$ cat config.mk
export PLATFORM = sky130hd
export DESIGN_NAME = vpic_top
export DESIGN_NICKNAME = d
export VERILOG_FILES = /design/src/rtl/vpic_pkg.sv /design/src/rtl/vpic_regs.sv /design/src/rtl/vpic_pend.sv /design/src/rtl/vpic_search.sv /design/src/rtl/vpic_top.sv
export SDC_FILE = /design/constraint.sdc
export NUM_CORES = 2
export LEC_CHECK = 0
export BUFFER_PORTS_ARGS = -buffer_cell sky130_fd_sc_hd__buf_4
export CORE_ASPECT_RATIO = 1.5
export CORE_MARGIN = 3
export CORE_UTILIZATION = 30
export CTS_BUF_LIST = sky130_fd_sc_hd__clkbuf_4 sky130_fd_sc_hd__clkbuf_8 sky130_fd_sc_hd__clkbuf_16
export DETAILED_ROUTE_END_ITERATION = 10
export SETUP_SLACK_MARGIN = 0.5
export SYNTH_ARGS = -nofsm -noshare
export SYNTH_HDL_FRONTEND = slang
export SYNTH_SLANG_ARGS = --single-unit
$ cat constraint.sdc
create_clock -name clk -period 85.8 [get_ports clk]
set_input_delay 8.58 -clock clk [delete_from_list [all_inputs] [get_ports clk]]
set_output_delay 8.58 -clock clk [all_outputs]
set_load 0.05 [all_outputs]
$ cat src/rtl/vpic_pkg.sv
package vpic_pkg;
  localparam int REG_AW      = 6;
  localparam int ADR_ENABLE  = 0;
  localparam int ADR_POLAR   = 1;
  localparam int ADR_TRIG    = 2;
  localparam int ADR_ROUTE   = 3;
  localparam int ADR_GMASK   = 4;
  localparam int ADR_VCTRL   = 5;
  localparam int ADR_IRQVEC  = 8;
  localparam int ADR_FIQVEC  = 9;
  localparam int ADR_PRIO    = 16;

  // vector word: line number, or only bit 31 when nothing is pending
  function automatic logic [31:0] vec_word(input logic valid, input logic [31:0] idx);
    return valid ? idx : 32'h8000_0000;
  endfunction

  // line number -> one-hot clear mask
  function automatic logic [31:0] onehot_of(input logic fire, input logic [31:0] idx);
    return fire ? (32'h1 << idx) : 32'h0;
  endfunction
endpackage

$ cat src/rtl/vpic_regs.sv
module vpic_regs
  import vpic_pkg::*;
#(
  parameter int NSRC   = 32,
  parameter int PRIO_W = 8
) (
  input  logic                     clk,
  input  logic                     rst_n,
  input  logic [REG_AW-1:0]        reg_addr,
  input  logic                     reg_we,
  input  logic [31:0]              reg_wdata,
  output logic [NSRC-1:0]          en_q,
  output logic [NSRC-1:0]          pol_q,
  output logic [NSRC-1:0]          lvl_q,
  output logic [NSRC-1:0]          route_q,
  output logic [1:0]               gmask_q,
  output logic                     ack_on_q,
  output logic [NSRC*PRIO_W-1:0]   prio_flat
);
  localparam int NPW = (NSRC * PRIO_W + 31) / 32;

  logic [NPW*32-1:0] prio_words;

  always_ff @(posedge clk) begin
    if (!rst_n) begin
      en_q     <= '0;
      pol_q    <= '0;
      lvl_q    <= '0;
      route_q  <= '0;
      gmask_q  <= '0;
      ack_on_q <= 1'b0;
    end else if (reg_we) begin
      case (int'(reg_addr))
        ADR_ENABLE: en_q     <= reg_wdata[NSRC-1:0];
        ADR_POLAR:  pol_q    <= reg_wdata[NSRC-1:0];
        ADR_TRIG:   lvl_q    <= reg_wdata[NSRC-1:0];
        ADR_ROUTE:  route_q  <= reg_wdata[NSRC-1:0];
        ADR_GMASK:  gmask_q  <= reg_wdata[1:0];
        ADR_VCTRL:  ack_on_q <= reg_wdata[31];
        default: ;
      endcase
    end
  end

  for (genvar w = 0; w < NPW; w++) begin : g_prio
    always_ff @(posedge clk) begin
      if (!rst_n)
        prio_words[w*32 +: 32] <= '0;
      else if (reg_we && int'(reg_addr) == ADR_PRIO + w)
        prio_words[w*32 +: 32] <= reg_wdata;
    end
  end

  assign prio_flat = prio_words[NSRC*PRIO_W-1:0];
endmodule

$ cat src/rtl/vpic_pend.sv
module vpic_pend #(
  parameter int NSRC = 32
) (
  input  logic            clk,
  input  logic            rst_n,
  input  logic [NSRC-1:0] src_i,
  input  logic [NSRC-1:0] pol_q,
  input  logic [NSRC-1:0] lvl_q,
  input  logic [NSRC-1:0] clr_mask,
  output logic [NSRC-1:0] edge_now,
  output logic [NSRC-1:0] pend_q,
  output logic [NSRC-1:0] pend_view
);
  logic [NSRC-1:0] act;
  logic [NSRC-1:0] prev_q;

  assign act       = src_i ^ pol_q;
  assign edge_now  = act & ~prev_q;
  assign pend_view = (lvl_q & act) | (~lvl_q & pend_q);

  always_ff @(posedge clk) begin
    if (!rst_n) begin
      prev_q <= '0;
      pend_q <= '0;
    end else begin
      prev_q <= act;
      // a fresh edge wins over a clear in the same cycle
      pend_q <= (pend_q & ~clr_mask) | edge_now;
    end
  end
endmodule

$ cat src/rtl/vpic_search.sv
module vpic_search #(
  parameter int NSRC   = 32,
  parameter int PRIO_W = 8,
  localparam int IDX_W = $clog2(NSRC)
) (
  input  logic [NSRC-1:0]        cand,
  input  logic [NSRC*PRIO_W-1:0] prio_flat,
  output logic                   win_valid,
  output logic [IDX_W-1:0]       win_idx
);
  logic [PRIO_W-1:0] best;

  // strict compare keeps the lower line on a tie
  always_comb begin
    win_valid = 1'b0;
    win_idx   = '0;
    best      = '1;
    for (int i = 0; i < NSRC; i++) begin
      if (cand[i] && (!win_valid || prio_flat[i*PRIO_W +: PRIO_W] < best)) begin
        win_valid = 1'b1;
        win_idx   = IDX_W'(i);
        best      = prio_flat[i*PRIO_W +: PRIO_W];
      end
    end
  end
endmodule

$ cat src/rtl/vpic_top.sv
module vpic_top
  import vpic_pkg::*;
#(
  parameter int NSRC   = 32,
  parameter int PRIO_W = 8
) (
  input  logic              clk,
  input  logic              rst_n,
  input  logic [31:0]       src_i,
  input  logic [5:0]        reg_addr,
  input  logic              reg_we,
  input  logic [31:0]       reg_wdata,
  input  logic              reg_re,
  output logic [31:0]       reg_rdata,
  output logic              irq_o,
  output logic              fiq_o
);
  localparam int IDX_W = $clog2(NSRC);
  localparam int NPW   = (NSRC * PRIO_W + 31) / 32;

  logic [NSRC-1:0]        en_q, pol_q, lvl_q, route_q;
  logic [1:0]             gmask_q;
  logic                   ack_on_q;
  logic [NSRC*PRIO_W-1:0] prio_flat;
  logic [NSRC-1:0]        edge_now, pend_q, pend_view, clr_mask;
  logic [NSRC-1:0]        irq_cand, fiq_cand;
  logic                   irq_valid, fiq_valid;
  logic [IDX_W-1:0]       irq_idx, fiq_idx;
  logic                   irq_rd, fiq_rd, ack_fire;
  logic [IDX_W-1:0]       ack_idx;
  logic [31:0]            rd_mux;
  logic [NPW*32-1:0]      prio_pad;

  vpic_regs #(.NSRC(NSRC), .PRIO_W(PRIO_W)) u_regs (
    .clk(clk), .rst_n(rst_n), .reg_addr(reg_addr), .reg_we(reg_we),
    .reg_wdata(reg_wdata), .en_q(en_q), .pol_q(pol_q), .lvl_q(lvl_q),
    .route_q(route_q), .gmask_q(gmask_q), .ack_on_q(ack_on_q),
    .prio_flat(prio_flat)
  );

  vpic_pend #(.NSRC(NSRC)) u_pend (
    .clk(clk), .rst_n(rst_n), .src_i(src_i[NSRC-1:0]), .pol_q(pol_q),
    .lvl_q(lvl_q), .clr_mask(clr_mask), .edge_now(edge_now),
    .pend_q(pend_q), .pend_view(pend_view)
  );

  assign irq_cand = pend_view & en_q & route_q;
  assign fiq_cand = pend_view & en_q & ~route_q;

  vpic_search #(.NSRC(NSRC), .PRIO_W(PRIO_W)) u_irq_search (
    .cand(irq_cand), .prio_flat(prio_flat),
    .win_valid(irq_valid), .win_idx(irq_idx)
  );

  vpic_search #(.NSRC(NSRC), .PRIO_W(PRIO_W)) u_fiq_search (
    .cand(fiq_cand), .prio_flat(prio_flat),
    .win_valid(fiq_valid), .win_idx(fiq_idx)
  );

  // acknowledge on vector read
  assign irq_rd   = reg_re && int'(reg_addr) == ADR_IRQVEC;
  assign fiq_rd   = reg_re && int'(reg_addr) == ADR_FIQVEC;
  assign ack_fire = ack_on_q && ((irq_rd && irq_valid) || (fiq_rd && fiq_valid));
  assign ack_idx  = irq_rd ? irq_idx : fiq_idx;
  assign clr_mask = NSRC'(onehot_of(ack_fire, 32'(ack_idx)));

  assign prio_pad = (NPW*32)'(prio_flat);

  always_comb begin
    rd_mux = '0;
    case (int'(reg_addr))
      ADR_ENABLE: rd_mux = 32'(en_q);
      ADR_POLAR:  rd_mux = 32'(pol_q);
      ADR_TRIG:   rd_mux = 32'(lvl_q);
      ADR_ROUTE:  rd_mux = 32'(route_q);
      ADR_GMASK:  rd_mux = 32'(gmask_q);
      ADR_VCTRL:  rd_mux = {ack_on_q, 31'b0};
      ADR_IRQVEC: rd_mux = vec_word(irq_valid, 32'(irq_idx));
      ADR_FIQVEC: rd_mux = vec_word(fiq_valid, 32'(fiq_idx));
      default: begin
        for (int w = 0; w < NPW; w++)
          if (int'(reg_addr) == ADR_PRIO + w) rd_mux = prio_pad[w*32 +: 32];
      end
    endcase
  end

  always_ff @(posedge clk) begin
    if (!rst_n)      reg_rdata <= '0;
    else if (reg_re) reg_rdata <= rd_mux;
  end

  assign irq_o = gmask_q[0] & (|irq_cand);
  assign fiq_o = gmask_q[1] & (|fiq_cand);
endmodule

==> qor.txt <==
status -> complete, no violations
Fmax -> 0.0125 GHz
Die H -> 476 microns
grt total ovfl -> 0
Final ANT Viol Nets -> 0
Num CTS Buffers -> 44
Clk pwr share -> 43.8%
num rows -> 172
Final Max Slew Viols -> 0
first-pass GRT wire length -> 339000 microns
RePlAce Congestion -> 1.04
NumNets Final -> 6333
Die Wd -> 320 microns
Seq pwr share -> 45.2%
hpwl dp -> 191000 microns
combinational power share -> 11.0%
Ys Warns -> 0
clk sinks -> 483
unrepaired setup endpoints after global routing -> no
register bit total from synthesis -> 483
post-layout util -> 33.0%
Pint -> 372 uW
# IOs -> 108
vias in the first global route -> 45200
Total GRT Usage -> 30.7%
die area -> 152000 sq um
Final Hold Fails -> 0
CTS max path bufs -> 3
Setup Viol. Count Final -> 0
Worst Setup Start Kind -> input pin
P_sw -> 145 uW
cells after synthesis -> 6056
CTS Hold Bufs -> 0
Net Count, Synth -> 6448
port buffer count -> 107
Final Critical Period -> 80.12 ns
Worst EP arrival -> 80.63 ns
largest net degree at the start of global routing -> 168
Post-synth EDFFs -> 0
CTS tree -> yes
Crit Path Class -> input pin to flip-flop
Rel. slew slack -> 6.15%
share of post-route cells with drive strength above 1 -> 10.0%
PwrDens -> 10.7 nW/um^2
initial core utilization -> 30.2%
Area Overhead vs Synth -> 9.32%
initial antenna violation count -> 19
ys flop type -> dfxtp_1
Tcrit/Tclk final -> 93.4%
Hold Path Class -> flip-flop to flip-flop
LEAKAGE -> 20.7 nW
worst skew pair latency -> 0.63 ns
WL final -> 245000 microns
final worst hold slack -> 0.445 ns
vias per cell -> 6.13
switching part of the total -> 28.0%
1st-pass router iterations -> 8
wire per inst -> 31.1 microns
vias -> 48400
Critical Path RT -> 86.31 ns
Async SR Flop Fraction -> 0%
Core Area -> 147000 sq um
Worst-path clk slew -> 0.07 ns
DRC Markers -> 0
worst-margin pin slew -> 1.40 ns
worst-path fanout max -> 20
Final TNS setup -> 0 ns
maxcap violations -> 0
Worst path most repeated cell -> a21oi_1
CTS root buffer -> clkbuf_16
CTS H-Tree Depth -> 2
Synth cell types -> 138
Post-Syn Area -> 44300 sq um
Layout Skew -> 0.0480 ns
Mean Syn Cell Area -> 7.31 sq um
Crit-path slowest cell -> o41ai_4
1st-iter DRT viols -> 5510
post-synthesis sequential area ratio -> 21.8%
Critical Path End Type -> flip-flop
Largest stage delay, worst path -> 0.65 ns
worst vdd ir -> 0.0147 mV
-- cell usage after synthesis (13+ instances only) --
| cell | n | area share [%] |
|---|---|---|
| a21o_1 | 116 | 2.0 |
| a211oi_1 | 38 | 0.64 |
| buf_2 | 31 | 0.35 |
| a211o_1 | 20 | 0.40 |
| or3_1 | 22 | 0.31 |
| mux2i_1 | 137 | 3.1 |
| o31ai_1 | 22 | 0.37 |
| and3_1 | 70 | 0.99 |
| or2_2 | 25 | 0.35 |
| nor3b_1 | 19 | 0.32 |
| nand2b_1 | 42 | 0.59 |
| a221oi_1 | 43 | 0.85 |
| xnor2_1 | 31 | 0.61 |
| xor2_1 | 29 | 0.57 |
| o21ai_1 | 29 | 0.33 |
| nor2_1 | 364 | 3.1 |
| nor2b_1 | 81 | 1.1 |
| dfxtp_1 | 483 | 22 |
| o211ai_1 | 73 | 1.2 |
| nand2_1 | 1201 | 10 |
| o21ai_0 | 337 | 3.8 |
| a21oi_1 | 344 | 3.9 |
| and4_1 | 26 | 0.51 |
| o22ai_1 | 29 | 0.41 |
| a31oi_1 | 63 | 0.89 |
| a22oi_1 | 122 | 2.1 |
| buf_4 | 40 | 0.68 |
| a311o_1 | 17 | 0.38 |
| o2111ai_1 | 30 | 0.59 |
| nor3_1 | 77 | 0.87 |
| mux2_2 | 123 | 3.1 |
| a22o_1 | 13 | 0.26 |
| a21boi_0 | 397 | 6.7 |
| ha_1 | 318 | 9.0 |
| nand3_1 | 79 | 0.89 |
| clkbuf_1 | 286 | 2.4 |
| o21a_1 | 29 | 0.49 |
| nand4_1 | 56 | 0.79 |
| and2_1 | 63 | 0.89 |
| nor4_1 | 14 | 0.20 |
| inv_1 | 347 | 2.9 |
| maj3_1 | 32 | 0.72 |
-- worst max-delay path, delay by kind of cell --
kind | cells | cell delay [ns]
multiplexers | 17 | 6.00
AO/OA/AOI/OAI | 143 | 34.63
buffers and inverters | 25 | 2.86
XOR/XNOR | 1 | 0.46
adder cells (fa/ha/maj) | 31 | 8.97
AND/OR/NAND/NOR | 99 | 18.94
-- cells by family after synthesis --
| group | after synthesis | synth area share (%) |
|---|---|---|
| and+or+nand+nor | 2205 | 22.5 |
| xor gates and xnor gates | 61 | 1.22 |
| buffers and inverters | 718 | 6.63 |
| AOI/OAI and AO/OA | 1958 | 31.2 |
| muxes | 277 | 6.79 |
| adders and majority gates | 354 | 9.82 |
| DFF | 483 | 21.8 |
-- metrics by stage --
step | worst slack (ns) | instances | power [mW] | cell area (sq um)
floorplan | 17.84 | 6056 | 0.265 | 44300
global placement | 2.23 | 7802 | 0.293 | 46600
detailed placement | 2.47 | 7802 | 0.293 | 46600
CTS | 2.90 | 7882 | 0.514 | 48200
global route | 0.615 | 7892 | 0.525 | 48400
finish | 5.68 | 7900 | 0.517 | 48400
-- timing repair --
action                     in CTS  in global routing
resized for setup               0                 14
setup endpoints to repair       0                 37
buffers inserted                0                  4
-- sequential cells by signal (all words and copies together) (netlist names) --
signal	cells
u_regs.en_q	32
u_regs.pol_q	32
reg_rdata	32
u_pend.pend_q	32
u_regs.route_q	32
u_regs.lvl_q	32
u_regs.gmask_q	2
u_regs.prio_flat	256
u_pend.prev_q	32
u_regs.ack_on_q	1
-- metal layers --
metal / wire, microns / share of wire, % / track usage [%]
met5: 38 / 0.015 / 0
met4: 25200 / 10 / 25.6
met3: 20200 / 8.2 / 5.02
met2: 111000 / 45 / 50.2
met1: 89200 / 36 / 35.0
-- cell type report --
cell class                      instances  area [sq um]
Sequential cell                       483          9670
Timing Repair Buffer                  208          1580
Antenna cell                           11          27.5
Fill cell                           15500         98200
Tap cell                             1914          2390
Multi-Input combinational cell       4856         31800
Inverter                              348          1310
Clock inverter                         22           334
Clock buffer                           58          1270
-- cell usage in the layout (no fill, tap or decap), drive strengths merged, types with 116 or more instances in the layout --
cell type and instances:
a21o 116, nand2 1203, a22oi 125, ha 318
dfxtp 483, mux2 135, a21boi 398, mux2i 142
buf 206, inv 349, o21ai 371, nor2 367
a21oi 349
-- worst paths after layout --
kind | startpoint | endpoint | slack [ns] | cells past startpoint
worst max-delay path | src_i[0] | u_pend.pend_q[29] | 5.68 | 316
worst min-delay path | u_pend.prev_q[27] | u_pend.pend_q[27] | 0.45 | 1
worst max register to register | u_regs.pol_q[0] | u_pend.pend_q[29] | 13.36 | 315
worst min register to register | u_pend.prev_q[27] | u_pend.pend_q[27] | 0.45 | 1
-- power by group through the flow --
stage                     Sequential, mW  Clock [mW]  Combinational [mW]
final                              0.233       0.226              0.0570
after global routing               0.233       0.233              0.0585
after CTS                          0.233       0.226              0.0548
after detailed placement           0.238           0              0.0546
after global placement             0.238           0              0.0545
after floorplan                    0.238           0              0.0274
Note: power is estimated with default switching activity, not from simulation.
